===== config.mk =====
export PLATFORM = sky130hd
export DESIGN_NAME = irq_entry_seq
export DESIGN_NICKNAME = d
export VERILOG_FILES = /design/src/rtl/irq_entry_pkg.sv /design/src/rtl/irq_entry_ctrl.sv /design/src/rtl/irq_entry_data.sv /design/src/rtl/irq_entry_bus.sv /design/src/rtl/irq_entry_seq.sv
export SDC_FILE = /design/constraint.sdc
export NUM_CORES = 1
export LEC_CHECK = 0
export BUFFER_PORTS_ARGS = -buffer_cell sky130_fd_sc_hd__buf_2
export CAP_MARGIN = 20
export CORE_MARGIN = 1.5
export CORE_UTILIZATION = 56
export CTS_BUF_LIST = sky130_fd_sc_hd__clkbuf_8
export CTS_CLUSTER_SIZE = 40
export DETAILED_ROUTE_END_ITERATION = 7
export GPL_TIMING_DRIVEN = 0
export PLACE_DENSITY_LB_ADDON = 0.12
export SLEW_MARGIN = 20
export SYNTH_ARGS = -nofsm -noshare
export SYNTH_HDL_FRONTEND = slang
export SYNTH_SLANG_ARGS = --single-unit
export TNS_END_PERCENT = 5

===== constraint.sdc =====
create_clock -name clk -period 7.69 [get_ports clk]
set_clock_uncertainty 0.15 [all_clocks]
set_input_delay 0.769 -clock clk [delete_from_list [all_inputs] [get_ports clk]]
set_output_delay 0.769 -clock clk [all_outputs]
set_load 0.01 [all_outputs]

===== src/rtl/irq_entry_pkg.sv =====
package irq_entry_pkg;

  localparam int ADDR_W    = 20;
  localparam int BYTE_W    = 8;
  localparam int SP_W      = 16;
  localparam int FLG_W     = 16;
  localparam int LVL_W     = 3;
  localparam int NUM_W     = 6;
  localparam int HWNUM_W   = 5;
  localparam int SEQ_LEN   = 20;
  localparam int STEP_W    = $clog2(SEQ_LEN);
  localparam int VEC_BYTES = 3;
  localparam int PUSH_BYTES = 4;
  localparam int VEC_STRIDE_SH = 2;

  // flag word bit positions
  localparam int FLG_D = 1;
  localparam int FLG_I = 6;
  localparam int FLG_U = 7;

  localparam logic [STEP_W-1:0] STEP_FLG  = STEP_W'(1);
  localparam logic [STEP_W-1:0] STEP_SP   = STEP_W'(2);
  localparam logic [STEP_W-1:0] STEP_IPL  = STEP_W'(10);
  localparam logic [STEP_W-1:0] STEP_LAST = STEP_W'(SEQ_LEN - 1);

  typedef enum logic {ST_IDLE, ST_RUN} seq_state_e;

  typedef enum logic [1:0] {OP_NONE, OP_ACK, OP_PUSH, OP_VEC} bus_op_e;

  typedef struct packed {
    bus_op_e    op;
    logic [1:0] idx;
  } step_op_t;

  // bus activity scheduled for each step of the script
  function automatic step_op_t decode_step(input logic [STEP_W-1:0] s);
    step_op_t r;
    r.op  = OP_NONE;
    r.idx = 2'd0;
    case (s)
      STEP_W'(0):  r.op = OP_ACK;
      STEP_W'(3):  begin r.op = OP_PUSH; r.idx = 2'd0; end
      STEP_W'(5):  begin r.op = OP_PUSH; r.idx = 2'd1; end
      STEP_W'(7):  begin r.op = OP_PUSH; r.idx = 2'd2; end
      STEP_W'(9):  begin r.op = OP_PUSH; r.idx = 2'd3; end
      STEP_W'(11): begin r.op = OP_VEC;  r.idx = 2'd0; end
      STEP_W'(13): begin r.op = OP_VEC;  r.idx = 2'd1; end
      STEP_W'(15): begin r.op = OP_VEC;  r.idx = 2'd2; end
      default: ;
    endcase
    return r;
  endfunction

  // distance below the stack pointer for each push, in issue order
  function automatic logic [SP_W-1:0] push_offset(input logic [1:0] idx);
    case (idx)
      2'd0:    return SP_W'(2);
      2'd1:    return SP_W'(1);
      2'd2:    return SP_W'(4);
      default: return SP_W'(3);
    endcase
  endfunction

endpackage


===== src/rtl/irq_entry_ctrl.sv =====
module irq_entry_ctrl
  import irq_entry_pkg::*;
(
  input  logic              clk,
  input  logic              rst_n,
  input  logic              insn_end_i,
  input  logic              long_insn_i,
  input  logic              req_i,
  input  logic [LVL_W-1:0]  req_lvl_i,
  input  logic              swi_req_i,
  input  logic              flg_ie_i,
  input  logic [LVL_W-1:0]  ipl_i,
  output logic              run_o,
  output logic [STEP_W-1:0] step_o,
  output logic              accept_o,
  output logic              from_swi_o,
  output logic              suspend_o,
  output logic              done_o
);

  seq_state_e        state_q, state_d;
  logic [STEP_W-1:0] step_q, step_d;
  logic              step_en;
  logic              swi_q;
  logic              boundary, hw_ok, accept, done;

  always_comb begin
    boundary = insn_end_i | long_insn_i;
    hw_ok    = req_i & flg_ie_i & (req_lvl_i > ipl_i);
    accept   = (state_q == ST_IDLE) & boundary & (swi_req_i | hw_ok);
    done     = (state_q == ST_RUN) & (step_q == STEP_LAST);
  end

  always_comb begin
    state_d = state_q;
    case (state_q)
      ST_IDLE: if (accept) state_d = ST_RUN;
      ST_RUN:  if (done)   state_d = ST_IDLE;
      default: state_d = ST_IDLE;
    endcase
    step_en = accept | ((state_q == ST_RUN) & ~done);
    step_d  = accept ? '0 : step_q + STEP_W'(1);
  end

  always_ff @(posedge clk or negedge rst_n) begin
    if (!rst_n) begin
      state_q <= ST_IDLE;
      step_q  <= '0;
      swi_q   <= 1'b0;
    end else begin
      state_q <= state_d;
      if (step_en) step_q <= step_d;
      if (accept)  swi_q  <= swi_req_i;
    end
  end

  assign run_o      = (state_q == ST_RUN);
  assign step_o     = step_q;
  assign accept_o   = accept;
  assign from_swi_o = swi_q;
  assign suspend_o  = accept & long_insn_i & ~insn_end_i;
  assign done_o     = done;

endmodule


===== src/rtl/irq_entry_data.sv =====
module irq_entry_data
  import irq_entry_pkg::*;
#(
  parameter logic [ADDR_W-1:0] VEC_BASE = '0
) (
  input  logic              clk,
  input  logic              rst_n,
  input  logic              accept_i,
  input  logic              run_i,
  input  logic [STEP_W-1:0] step_i,
  input  logic              from_swi_i,
  input  logic              done_i,
  input  logic [NUM_W-1:0]  swi_num_i,
  input  logic [BYTE_W-1:0] bus_rdata_i,
  input  logic [FLG_W-1:0]  flg_i,
  input  logic [SP_W-1:0]   sp_i,
  input  logic [ADDR_W-1:0] pc_i,
  output logic [FLG_W-1:0]  held_o,
  output logic [SP_W-1:0]   sp_base_o,
  output logic [ADDR_W-1:0] pc_save_o,
  output logic [ADDR_W-1:0] vec_addr_o,
  output logic [FLG_W-1:0]  flg_o,
  output logic              flg_we_o,
  output logic [LVL_W-1:0]  ipl_o,
  output logic              ipl_we_o,
  output logic [SP_W-1:0]   sp_o,
  output logic              sp_we_o,
  output logic [ADDR_W-1:0] pc_o,
  output logic              pc_we_o
);

  localparam int VEC_W = VEC_BYTES * BYTE_W;

  step_op_t          cur;
  logic              ack_en, held_en, sp_en;
  logic [NUM_W-1:0]  num_q, num_d;
  logic              num_en;
  logic [LVL_W-1:0]  lvl_q;
  logic [FLG_W-1:0]  held_q;
  logic [SP_W-1:0]   sp_q;
  logic [ADDR_W-1:0] pc_q;
  logic [VEC_W-1:0]  vec_flat;
  logic              keep_u;

  always_comb begin
    cur     = run_i ? decode_step(step_i) : '{op: OP_NONE, idx: 2'd0};
    ack_en  = (cur.op == OP_ACK) & ~from_swi_i;
    held_en = run_i & (step_i == STEP_FLG);
    sp_en   = run_i & (step_i == STEP_SP);
    num_en  = accept_i | ack_en;
    num_d   = accept_i ? swi_num_i : NUM_W'(bus_rdata_i[HWNUM_W-1:0]);
  end

  always_ff @(posedge clk or negedge rst_n) begin
    if (!rst_n) begin
      num_q  <= '0;
      lvl_q  <= '0;
      held_q <= '0;
      sp_q   <= '0;
      pc_q   <= '0;
    end else begin
      if (num_en)   num_q  <= num_d;
      if (ack_en)   lvl_q  <= bus_rdata_i[BYTE_W-1 -: LVL_W];
      if (held_en)  held_q <= flg_i;
      if (sp_en)    sp_q   <= sp_i;
      if (accept_i) pc_q   <= pc_i;
    end
  end

  // one capture register per vector byte
  for (genvar g = 0; g < VEC_BYTES; g++) begin : g_vbyte
    logic [BYTE_W-1:0] b_q;
    logic              b_en;
    assign b_en = (cur.op == OP_VEC) & (cur.idx == 2'(g));
    always_ff @(posedge clk or negedge rst_n) begin
      if (!rst_n)    b_q <= '0;
      else if (b_en) b_q <= bus_rdata_i;
    end
    assign vec_flat[g*BYTE_W +: BYTE_W] = b_q;
  end

  always_comb begin
    keep_u = from_swi_i & num_q[NUM_W-1];
    flg_o  = flg_i;
    flg_o[FLG_I] = 1'b0;
    flg_o[FLG_D] = 1'b0;
    if (!keep_u) flg_o[FLG_U] = 1'b0;
  end

  assign flg_we_o   = held_en;
  assign ipl_o      = lvl_q;
  assign ipl_we_o   = run_i & (step_i == STEP_IPL) & ~from_swi_i;
  assign sp_o       = sp_q - SP_W'(PUSH_BYTES);
  assign sp_we_o    = done_i;
  assign pc_o       = vec_flat[ADDR_W-1:0];
  assign pc_we_o    = done_i;
  assign held_o     = held_q;
  assign sp_base_o  = sp_q;
  assign pc_save_o  = pc_q;
  assign vec_addr_o = VEC_BASE + (ADDR_W'(num_q) << VEC_STRIDE_SH);

endmodule


===== src/rtl/irq_entry_bus.sv =====
module irq_entry_bus
  import irq_entry_pkg::*;
(
  input  logic              run_i,
  input  logic [STEP_W-1:0] step_i,
  input  logic              from_swi_i,
  input  logic [FLG_W-1:0]  held_i,
  input  logic [SP_W-1:0]   sp_base_i,
  input  logic [ADDR_W-1:0] pc_save_i,
  input  logic [ADDR_W-1:0] vec_addr_i,
  output logic [ADDR_W-1:0] bus_addr_o,
  output logic [BYTE_W-1:0] bus_wdata_o,
  output logic              bus_rd_o,
  output logic              bus_wr_o
);

  step_op_t          cur;
  logic [BYTE_W-1:0] push_byte;

  always_comb begin
    case (cur.idx)
      2'd0:    push_byte = held_i[BYTE_W-1:0];
      2'd1:    push_byte = {held_i[FLG_W-1 -: 4], pc_save_i[ADDR_W-1 -: 4]};
      2'd2:    push_byte = pc_save_i[BYTE_W-1:0];
      default: push_byte = pc_save_i[2*BYTE_W-1:BYTE_W];
    endcase
  end

  always_comb begin
    cur         = run_i ? decode_step(step_i) : '{op: OP_NONE, idx: 2'd0};
    bus_addr_o  = '0;
    bus_wdata_o = '0;
    bus_rd_o    = 1'b0;
    bus_wr_o    = 1'b0;
    case (cur.op)
      OP_ACK:  bus_rd_o = ~from_swi_i;
      OP_PUSH: begin
        bus_wr_o    = 1'b1;
        bus_addr_o  = ADDR_W'(sp_base_i - push_offset(cur.idx));
        bus_wdata_o = push_byte;
      end
      OP_VEC: begin
        bus_rd_o   = 1'b1;
        bus_addr_o = vec_addr_i + ADDR_W'(cur.idx);
      end
      default: ;
    endcase
  end

endmodule


===== src/rtl/irq_entry_seq.sv =====
module irq_entry_seq
  import irq_entry_pkg::*;
#(
  parameter logic [ADDR_W-1:0] VEC_BASE = 20'hFFD00,
  parameter int                RST_SYNC = 2
) (
  input  logic              clk,
  input  logic              rst_n,
  input  logic              insn_end_i,
  input  logic              long_insn_i,
  input  logic              req_i,
  input  logic [LVL_W-1:0]  req_lvl_i,
  input  logic              swi_req_i,
  input  logic [NUM_W-1:0]  swi_num_i,
  output logic [ADDR_W-1:0] bus_addr_o,
  input  logic [BYTE_W-1:0] bus_rdata_i,
  output logic [BYTE_W-1:0] bus_wdata_o,
  output logic              bus_rd_o,
  output logic              bus_wr_o,
  input  logic [SP_W-1:0]   sp_i,
  output logic [SP_W-1:0]   sp_o,
  output logic              sp_we_o,
  input  logic [ADDR_W-1:0] pc_i,
  output logic [ADDR_W-1:0] pc_o,
  output logic              pc_we_o,
  input  logic [FLG_W-1:0]  flg_i,
  output logic [FLG_W-1:0]  flg_o,
  output logic              flg_we_o,
  input  logic [LVL_W-1:0]  ipl_i,
  output logic [LVL_W-1:0]  ipl_o,
  output logic              ipl_we_o,
  output logic              busy_o,
  output logic              suspend_o,
  output logic              done_o
);

  logic [RST_SYNC-1:0] rst_sync_q;
  logic                core_rst_n;
  logic                run, accept, from_swi, done;
  logic [STEP_W-1:0]   step;
  logic [FLG_W-1:0]    held;
  logic [SP_W-1:0]     sp_base;
  logic [ADDR_W-1:0]   pc_save, vec_addr;

  always_ff @(posedge clk or negedge rst_n) begin
    if (!rst_n) rst_sync_q <= '0;
    else        rst_sync_q <= {rst_sync_q[RST_SYNC-2:0], 1'b1};
  end
  assign core_rst_n = rst_sync_q[RST_SYNC-1];

  irq_entry_ctrl u_ctrl (
    .clk        (clk),
    .rst_n      (core_rst_n),
    .insn_end_i (insn_end_i),
    .long_insn_i(long_insn_i),
    .req_i      (req_i),
    .req_lvl_i  (req_lvl_i),
    .swi_req_i  (swi_req_i),
    .flg_ie_i   (flg_i[FLG_I]),
    .ipl_i      (ipl_i),
    .run_o      (run),
    .step_o     (step),
    .accept_o   (accept),
    .from_swi_o (from_swi),
    .suspend_o  (suspend_o),
    .done_o     (done)
  );

  irq_entry_data #(.VEC_BASE(VEC_BASE)) u_data (
    .clk        (clk),
    .rst_n      (core_rst_n),
    .accept_i   (accept),
    .run_i      (run),
    .step_i     (step),
    .from_swi_i (from_swi),
    .done_i     (done),
    .swi_num_i  (swi_num_i),
    .bus_rdata_i(bus_rdata_i),
    .flg_i      (flg_i),
    .sp_i       (sp_i),
    .pc_i       (pc_i),
    .held_o     (held),
    .sp_base_o  (sp_base),
    .pc_save_o  (pc_save),
    .vec_addr_o (vec_addr),
    .flg_o      (flg_o),
    .flg_we_o   (flg_we_o),
    .ipl_o      (ipl_o),
    .ipl_we_o   (ipl_we_o),
    .sp_o       (sp_o),
    .sp_we_o    (sp_we_o),
    .pc_o       (pc_o),
    .pc_we_o    (pc_we_o)
  );

  irq_entry_bus u_bus (
    .run_i      (run),
    .step_i     (step),
    .from_swi_i (from_swi),
    .held_i     (held),
    .sp_base_i  (sp_base),
    .pc_save_i  (pc_save),
    .vec_addr_i (vec_addr),
    .bus_addr_o (bus_addr_o),
    .bus_wdata_o(bus_wdata_o),
    .bus_rd_o   (bus_rd_o),
    .bus_wr_o   (bus_wr_o)
  );

  assign busy_o = run;
  assign done_o = done;

endmodule


# Word level (Yosys, flattened, before mapping)
# Index checks and enable logic that the tools add are counted.
# classes
n_addsub,5
order_cmp,1
n_eq_ne,16
muxes,16
n_bitwise,25
reduce_logical,6
# ops
cell,count
$pmux 20 s2,1
$eq 5x4->1 const B,5
$pmux 8 s3,1
$add 20x2->20,1
$and 1x1->1,17
$sub 16x16->17,1
$mux 16,1
$sub 16x3->16 const B,1
$add 11x9->12 const A,1
$pmux 2 s3,2
$eq 5x2->1 const B,2
$eq 5x3->1 const B,2
$pmux 3 s3,1
$mux 8,1
$eq 2x2->1 const B,3
$mux 6,1
$add 5x1->5 const B,1
$eq 5x1->1 const B,1
$eq 5x5->1 const B,1
$logic_not 5->1,1
$mux 5,1
$eq 2x1->1 const B,2
$mux 1,4
$mux 4,1
8 further kinds,16
# totals
register_bits,90
input_bits,78
out_inout_bits,92
word_cells,81

# Logic depth before layout (Yosys ltp)
# Gate-level depths: netlist (run 1).
# logic_depth
word_depth,9
depth_mapped,14
ltp_nobuf,13

# Cells and area by module
# Synthesis (run 1) repeated with hierarchy kept, for this count alone.
# unflattened
hier_cells,527
hier_area_um2,5579.1
# by_module_without_submodules
module,instances,cells_per_inst,area_each_um2,seq_area_each_um2
irq_entry_data,1,273,3669.8,2026.9
irq_entry_bus,1,206,1408.9,0.0
irq_entry_ctrl,1,45,446.7,175.2
irq_entry_seq,1,3,53.8,50.0

# Worst setup path before layout (run 1)
# No wires, ideal clock.
# synth_timing
path_type,flip-flop to output port
start,register u_ctrl.step_q[0] (netlist: u_ctrl.step_o[0])
end,output port bus_addr_o[17]
t_arrival_ns,3.409
t_required_ns,6.771
setup_slack_ns,3.362
path_stages_with_launch,14
path_buffers,1
cell_sequence,dfrtp_1 -> ha_1 -> and3_1 -> ha_1 -> o21ai_0 -> ha_1 -> inv_1 -> fa_1 -> inv_1 -> a2111oi_4 -> nand2_1 -> or3_1 -> a21oi_1 -> buf_4
# synth_via
elab_chain_len,9
word_cells_on_any_way,25
cone_classes,2 x add/sub; 11 x eq/ne; 6 x mux; 6 x reduce/logical
# synth_rtl
element,line_no,rtl
start: declaration,irq_entry_ctrl.sv:22,"logic [STEP_W-1:0] step_q, step_d;"
start signal: assignment,irq_entry_ctrl.sv:52,if (step_en) step_q <= step_d;
$eq 5x3->1 or $eq 5x4->1 (tied branches),irq_entry_pkg.sv:40,case (s)
$reduce_or 2->1 (no line),-,
$pmux 2 s3,irq_entry_pkg.sv:40,
$mux 4 *,irq_entry_bus.sv:30,"cur = run_i ? decode_step(step_i) : '{op: OP_NONE, idx: 2'd0};"
"$eq 2x2->1, or another cell as far along",irq_entry_pkg.sv:56,case (idx)
$pmux 3 s3,irq_entry_pkg.sv:56,
$mux 16,irq_entry_bus.sv:35,case (cur.op)
$sub 16x16->17,irq_entry_bus.sv:39,bus_addr_o = ADDR_W'(sp_base_i - push_offset(cur.idx));
$pmux 20 s2 *,irq_entry_bus.sv:35,
end: declaration,irq_entry_seq.sv:15,"output logic [ADDR_W-1:0] bus_addr_o,"
# Every way passes the cells marked *; elsewhere a longest branch is shown, timed or not. The select of a mux whose other input is x is not followed.

# Worst setup path in the final report (run 1)
# Same ends and word-level chain as after synthesis.

==> reports/metrics.yaml, run 1 <==
outcome:
  status: "finished, final reports clean"
yosys:
  async_flop_share_pct: 100
  syn_inst: 437
  synthTopCellsByArea: "dfrtp_1 45%, mux2_2 19%, ha_1 4.5%, buf_4 3.6%, nor2_1 3.1%"
  synth.yosys.seq_area_share_pct: 45.0
  syn_area_per_cell_um2: 10.9
  yosysMostFrequentCell: "dfrtp_1"
  yosysWarnings: 0
  synth_seq_cells: 86
  synth_common_cells: "86 x dfrtp_1, 79 x mux2_2, 39 x nor2_1"
  synthFlopType: "dfrtp_1"
  synth_edf_count: 0
  synth_area_um2: 4780
  synth_top_area_cell: "dfrtp_1"
  synth.distinct_cells: 48
  synthDominantCellAreaShare_pct: 45.0
cts:
  htreeDepth: 3
  cts.sinks: 86
  insertion_delay_ns: 0.36
  path_clk_slew_ns: 0.10
  cts_resized: 0
  tritoncts: "yes"
  clockRootBuffer: "clkbuf_8"
  postCtsSetupBuffers: 0
  clock_path_buffers: 2
  hold_buffers: 0
  cts_made_buffers: 9
global_routing:
  grt_pass1_wl_um: 17800
  overflow: 0
  antenna_found_initial: 0
  first_global_vias: 3807
  grt_max_degree: 50
  grt_usage_pct: 25.6
sta:
  relSlewSlack_pct: 51.1
  rsz0062_at_grt: "false"
  fin_tns_setup_ns: 0
  fin_ws_ns: 2.56
  worst_slew_pin_slew_ns: 0.727
  finalCritPeriodShare_pct: 66.7
  clock.fmax_mhz: 195
  final-hold-violation-count: 0
  drv_slew: 0
  setup_violations: 0
  min_period_ns: 5.13
finish:
  drive_gt1_share_pct: 48.1
  num-nets-final: 709
  area_growth_pct: 25.0
  num-fill-cells: 629
  multi_input_area_um2: 2300
  seqCellArea_um2: 2160
  n_antenna_cell: 0
setup_path:
  crit_path_max_fanout: 8
  slowest_delay_ns: 0.48
  critical-path-slowest-cell: "a2111oi_4"
  crit_arrival_ns: 4.21
  cpMostUsedCell: "ha_1"
  reg2regPathDepth: 8
  cp.required_ns: 6.77
  crit_type: "register to output port"
  start_kind: "register"
  crit_path_end_kind: "output port"
  crit_chain: "ha_1, and3_1, ha_1, o21ai_0, ha_1, inv_1, fa_1, inv_1, a2111oi_4, nand2_1, or3_1, a21oi_1, buf_4, buf_2"
placed_design:
  dpl.hpwl_um: 8590
  gp_congestion: 0.858
  dp_slack_ns: 3.04
  port_buffers: 163
floorplan:
  core.rowCount: 33
  io_pins: 170
  die_width_um: 95.4
  die-height_um: 95.4
  start_util_pct: 57.9
  core_um2: 8260
  dieArea_um2: 9100
drt:
  totalWireLength_um: 11400
  ant_nets: 0
  drc: 0
  drt-vias-per-instance: 5.47
  wl_per_cell_um: 15.8
  via_count: 3953
  drt_first_iter_violations: 142
  dr.pass1.iters: 5
pwr:
  power.density_nw_per_um2: 367
  p_leak_nw: 2.94
  peakVddDrop_mv: 0.181
hold_path:
  hold_path_class: "input port to asynchronous set/reset pin"
job:
  max-cap-violations: 0
through the flow:
stage	util [%]	hold WS, ns	cells	total power [mW]	instance area, um^2
2_1_floorplan	-	0.181	438	1.53	4780
4_1_cts	72.4	0.00500	723	2.21	5980
5_1_grt	72.4	0.00393	723	2.36	5980
3_5_place_dp	69.8	0.164	707	1.86	5760
3_3_place_gp	69.4	0.186	706	1.82	5730
6_report	72.4	0.0187	723	2.20	5980
cell type report:
cell class,instances,share of cell area (%)
repair buffers,164,14.1
well taps,105,2.20
clock buffers,9,2.07
plain buffers,45,4.38
flip-flops and latches,86,36.1
clock inverters,7,1.51
multi-input cells,288,38.5
inverters,19,1.19
logic make-up (layout without fill, tap and decap cells):
group / after synthesis / after routing / share of synthesized area [%]
adders and majority gates: 18 / 18 / 4.87
xor gates and xnor gates: 28 / 28 / 5.13
AOI/OAI and AO/OA: 53 / 53 / 7.80
buffers and inverters: 64 / 244 / 6.96
DFF: 86 / 86 / 45.0
muxes: 79 / 79 / 18.6
other: 2 / 3 / 0.157
and+or+nand+nor: 107 / 107 / 11.4
state kept, by name (all words and copies together), names as in the netlist:
name	flops
rst_sync_q	2
u_ctrl.from_swi_o	1
u_data.num_q	6
u_data.held_o	12
u_ctrl.step_o	5
u_data.pc_save_o	20
u_data.ipl_o	3
u_ctrl.run_o	1
u_data.g_vbyte.b_q	20
u_data.sp_base_o	16
power breakdown:
| part | internal, mW | switching [mW] | total (mW) |
|---|---|---|---|
| combinational | 0.511 | 0.545 | 1.06 |
| clock | 0.158 | 0.182 | 0.339 |
| sequential | 0.655 | 0.147 | 0.801 |
| total | 1.32 | 0.873 | 2.20 |
per-layer routing:
layer  vias to the layer above  wire, um  track usage [%]  part of all wire [%]
met5                         -         0                0                     0
met4                         0       106             7.60                  0.93
met3                         8       852             4.47                   7.5
met2                       161      5580             43.3                    49
met1                      1929      4850             33.7                    43
li1                       1855         -                -                     -
path summary, 6_finish.rpt:
path,slack [ns],startpoint,end
setup / recovery,2.56,u_ctrl.step_o[0],bus_addr_o[17]
max in group asynchronous,6.63,rst_sync_q[1],u_data.sp_base_o[8]
min in group clk,0.21,rst_sync_q[0],rst_sync_q[1]
hold reg to reg,0.16,rst_sync_q[1],u_data.held_o[12]
hold / removal,0.02,rst_n,rst_sync_q[1]
setup reg to reg,4.15,u_ctrl.step_o[0],u_data.num_q[1]
cells in the final DEF (no fill, tap or decap), drive strengths merged, types with 3 or more instances in the layout:
cell    netlist  routed
ha           17      17
or3           3       3
conb          2       3
clkbuf       16      25
mux2         79      79
nor4          4       4
a222oi        8       8
xnor2        12      12
nand3         6       6
nor3          5       5
nor2b         4       4
nand4b        3       3
nand2        23      23
nor2         39      39
nand3b        3       3
a21oi        18      18
dfrtp        86      86
o21ai        13      13
nor4b         3       3
inv          19      22
buf          29     193
clkinv        0       3
xor2         16      16
or2           4       4
critical path, delay by kind of cell, from the launching register on:
kind	cells	cell delay, ns
adders and majority gates	4	1.12
buffers and inverters	4	0.46
and+or+nand+nor	3	0.73
AOI/OAI and AO/OA	3	1.08
DFF	1	0.45
Note: power is estimated with default switching activity, not from simulation.
==> inputs of run 2 (changes only) <==
--- a/config.mk
+++ b/config.mk
@@ -8,7 +8,7 @@
 export BUFFER_PORTS_ARGS = -buffer_cell sky130_fd_sc_hd__buf_2
 export CAP_MARGIN = 20
 export CORE_MARGIN = 1.5
-export CORE_UTILIZATION = 56
+export CORE_UTILIZATION = 47
 export CTS_BUF_LIST = sky130_fd_sc_hd__clkbuf_8
 export CTS_CLUSTER_SIZE = 40
 export DETAILED_ROUTE_END_ITERATION = 7
==> constraint.sdc (replaced) <==
create_clock -name clk -period 4.7 [get_ports clk]
set_clock_uncertainty 0.15 [all_clocks]
set_input_delay 0.47 -clock clk [delete_from_list [all_inputs] [get_ports clk]]
set_output_delay 0.47 -clock clk [all_outputs]
set_load 0.01 [all_outputs]
==> reports/metrics.yaml, run 2 (synthesis results as in run 1) <==
outcome:
  status: "finished, final reports clean"  # unchanged
cts:
  insertion_delay_ns: 0.36  # about the same
  cts.sinks: 86  # unchanged
  path_clk_slew_ns: 0.09  # was 0.10 ns
  tritoncts: "yes"  # unchanged
  clock_path_buffers: 2  # unchanged
  clockRootBuffer: "clkbuf_8"  # unchanged
  cts_made_buffers: 9  # unchanged
  htreeDepth: 3  # unchanged
drt:
  drt_first_iter_violations: 173  # was 142
  dr.pass1.iters: 4  # was 5
  drc: 0  # unchanged
  totalWireLength_um: 11800  # was 11400 um
  via_count: 3879  # was 3953
  ant_nets: 0  # unchanged
  drt-vias-per-instance: 5.14  # was 5.47
  wl_per_cell_um: 15.6  # was 15.8 um
finish:
  most-common-layout-cells: "168 x buf_2, 85 x dfrtp_1, 79 x mux2_2"  # unchanged
  multi_input_area_um2: 2310  # was 2300 um^2
  seqCellArea_um2: 2160  # unchanged
  area_growth_pct: 26.0  # was 25.0%
  drive_gt1_share_pct: 48.1  # about the same
  postLayoutCoreUtil_pct: 61.3  # was 72.4%
  n_antenna_cell: 0  # unchanged
  stdcell_count: 754  # was 723
  final_common_cell: "buf_2"  # unchanged
  num-nets-final: 712  # was 709
  finalInstanceArea_um2: 6020  # was 5980 um^2
  num-fill-cells: 925  # was 629
global_routing:
  grt_usage_pct: 22.3  # was 25.6%
  use_met3_pct: 4.72  # was 4.47%
  overflow: 0  # unchanged
  grtUsageMet1_pct: 29.4  # was 33.7%
  first_global_vias: 3916  # was 3807
  grtUsageMet2_pct: 36.5  # was 43.3%
  busiest_layer: "met2"  # unchanged
  grt_pass1_wl_um: 19300  # was 17800 um
  grt_max_degree: 46  # was 50
  antenna_found_initial: 0  # unchanged
placed_design:
  gp_congestion: 0.811  # was 0.858
  port_buffers: 163  # unchanged
  placed_cell_area_um2: 5800  # was 5760 um^2
  dpl.cell_count: 735  # was 707
  dpl.hpwl_um: 8790  # was 8590 um
pwr:
  p_leak_nw: 2.95  # was 2.94 nW
  power.density_nw_per_um2: 593  # was 367 nW/um^2
  peakVddDrop_mv: 0.263  # was 0.181 mV
  power.total_mw: 3.57  # was 2.20 mW
setup_path:
  path_buf_inv: 4  # unchanged
  crit_type: "register to output port"  # unchanged
  crit_chain: "ha_1, and3_1, ha_1, o21ai_2, inv_1, ha_1, inv_1, ha_1, a2111oi_4, nand2_1, or3_1, a21oi_2, buf_4, buf_2"  # was ha_1, and3_1, ha_1, o21ai_0, ha_1, inv_1, fa_1, inv_1, a2111oi_4, nand2_1, or3_1, a21oi_1, buf_4, buf_2
  crit_arrival_ns: 3.87  # was 4.21 ns
  crit_path_end_kind: "output port"  # unchanged
  cp.required_ns: 4.08  # was 6.77 ns
  critical-path-slowest-cell: "dfrtp_1"  # was a2111oi_4
  slowest_delay_ns: 0.45  # was 0.48 ns
  start_kind: "register"  # unchanged
  crit_path_max_fanout: 8  # unchanged
  crit_family: "adder cells"  # unchanged
  cpMostUsedCell: "ha_1"  # unchanged
sta:
  relSlewSlack_pct: 47.4  # was 51.1%
  finalCritPeriodShare_pct: 95.5
  drv_slew: 0  # unchanged
  final-hold-violation-count: 0  # unchanged
  whs_ns: 0.186  # was 0.0187 ns
  worst_slew_pin_slew_ns: 0.783  # was 0.727 ns
  clock.fmax_mhz: 223
  min_period_ns: 4.49
  setup_violations: 0  # unchanged
floorplan:
  dieArea_um2: 10800  # was 9100 um^2
  start_util_pct: 48.7  # was 57.9%
  core_um2: 9820  # was 8260 um^2
  core.rowCount: 36  # was 33
  die-height_um: 104  # was 95.4 um
  die_width_um: 104  # was 95.4 um
  io_pins: 170  # unchanged
job:
  max-cap-violations: 0  # unchanged
hold_path:
  hold_path_class: "register to asynchronous set/reset pin"  # was input port to asynchronous set/reset pin
==> run 2: cell count changes in the layout (fill, tap and decap cells not counted), sizes merged <==
cell | before | now
clkinvlp | 0 | 1
buf | 193 | 195
clkinv | 3 | 2
dlygate4sd3 | 0 | 1
==> run 2: layout make-up <==
type                       instances  share of cell area (%)
timing repair buffer             167                    14.4
buffer                            45                    4.34
sequential                        86                    35.8
clock inverter                     7                    1.12
clock buffer                       9                    2.06
inverter                          19                    1.18
tap                              133                    2.76
multi-input combinational        288                    38.3
==> run 2: what timing repair did <==
item	in CTS	in global routing
gates resized for setup	2	2
setup buffers	0	2
cloned	0	0
hold endpoints to repair	2	0
pin swaps	0	1
hold buffers	1	0
setup endpoints to repair	5	6
==> run 2: path summary, 6_finish.rpt <==
path / startpoint / cells past startpoint / slack, ns / endpoint
min in group clk: pc_i[0] / 2 / 0.19 / u_data.pc_save_o[0]
worst max-delay path: u_ctrl.step_o[0] / 14 / 0.21 / bus_addr_o[18]
worst min-delay path: rst_sync_q[1] / 0 / 0.19 / u_data.g_vbyte[0].b_q[4]
worst min register to register: rst_sync_q[1] / 0 / 0.19 / u_data.g_vbyte[0].b_q[4]
worst max register to register: u_ctrl.step_o[0] / 8 / 1.13 / u_data.num_q[3]
max in group asynchronous: rst_sync_q[1] / 1 / 3.60 / u_data.sp_base_o[15]
==> run 2: worst register-to-register path, stage by stage (launching register included) <==
cell,delay [ns]
dfrtp_1,0.45
ha_1,0.32
and3_1,0.22
ha_1,0.25
or4_1,0.54
o311a_2,0.19
nor4_4,0.68
mux2_2,0.41
mux2_2,0.26
==> run 2: routing by layer <==
metal	up-vias	wire length, um
met5	-	0
met4	0	164
met3	17	720
met2	143	5630
met1	1851	5290
li1	1868	-
==> run 2: report_power, final <==
part	internal [mW]	leakage [nW]	switching, mW
registers	1.07	1.02	0.239
logic	0.843	1.83	0.901
clock network	0.244	0.102	0.272
==> run 2: stage by stage <==
stage | setup slack [ns] | TNS [ns]
floorplan | 0.671 | 0
global placement | 0.396 | 0
detailed placement | 0.313 | 0
CTS | 0.0671 | 0
global route | -0.00487 | -0.00772
finish | 0.210 | 0
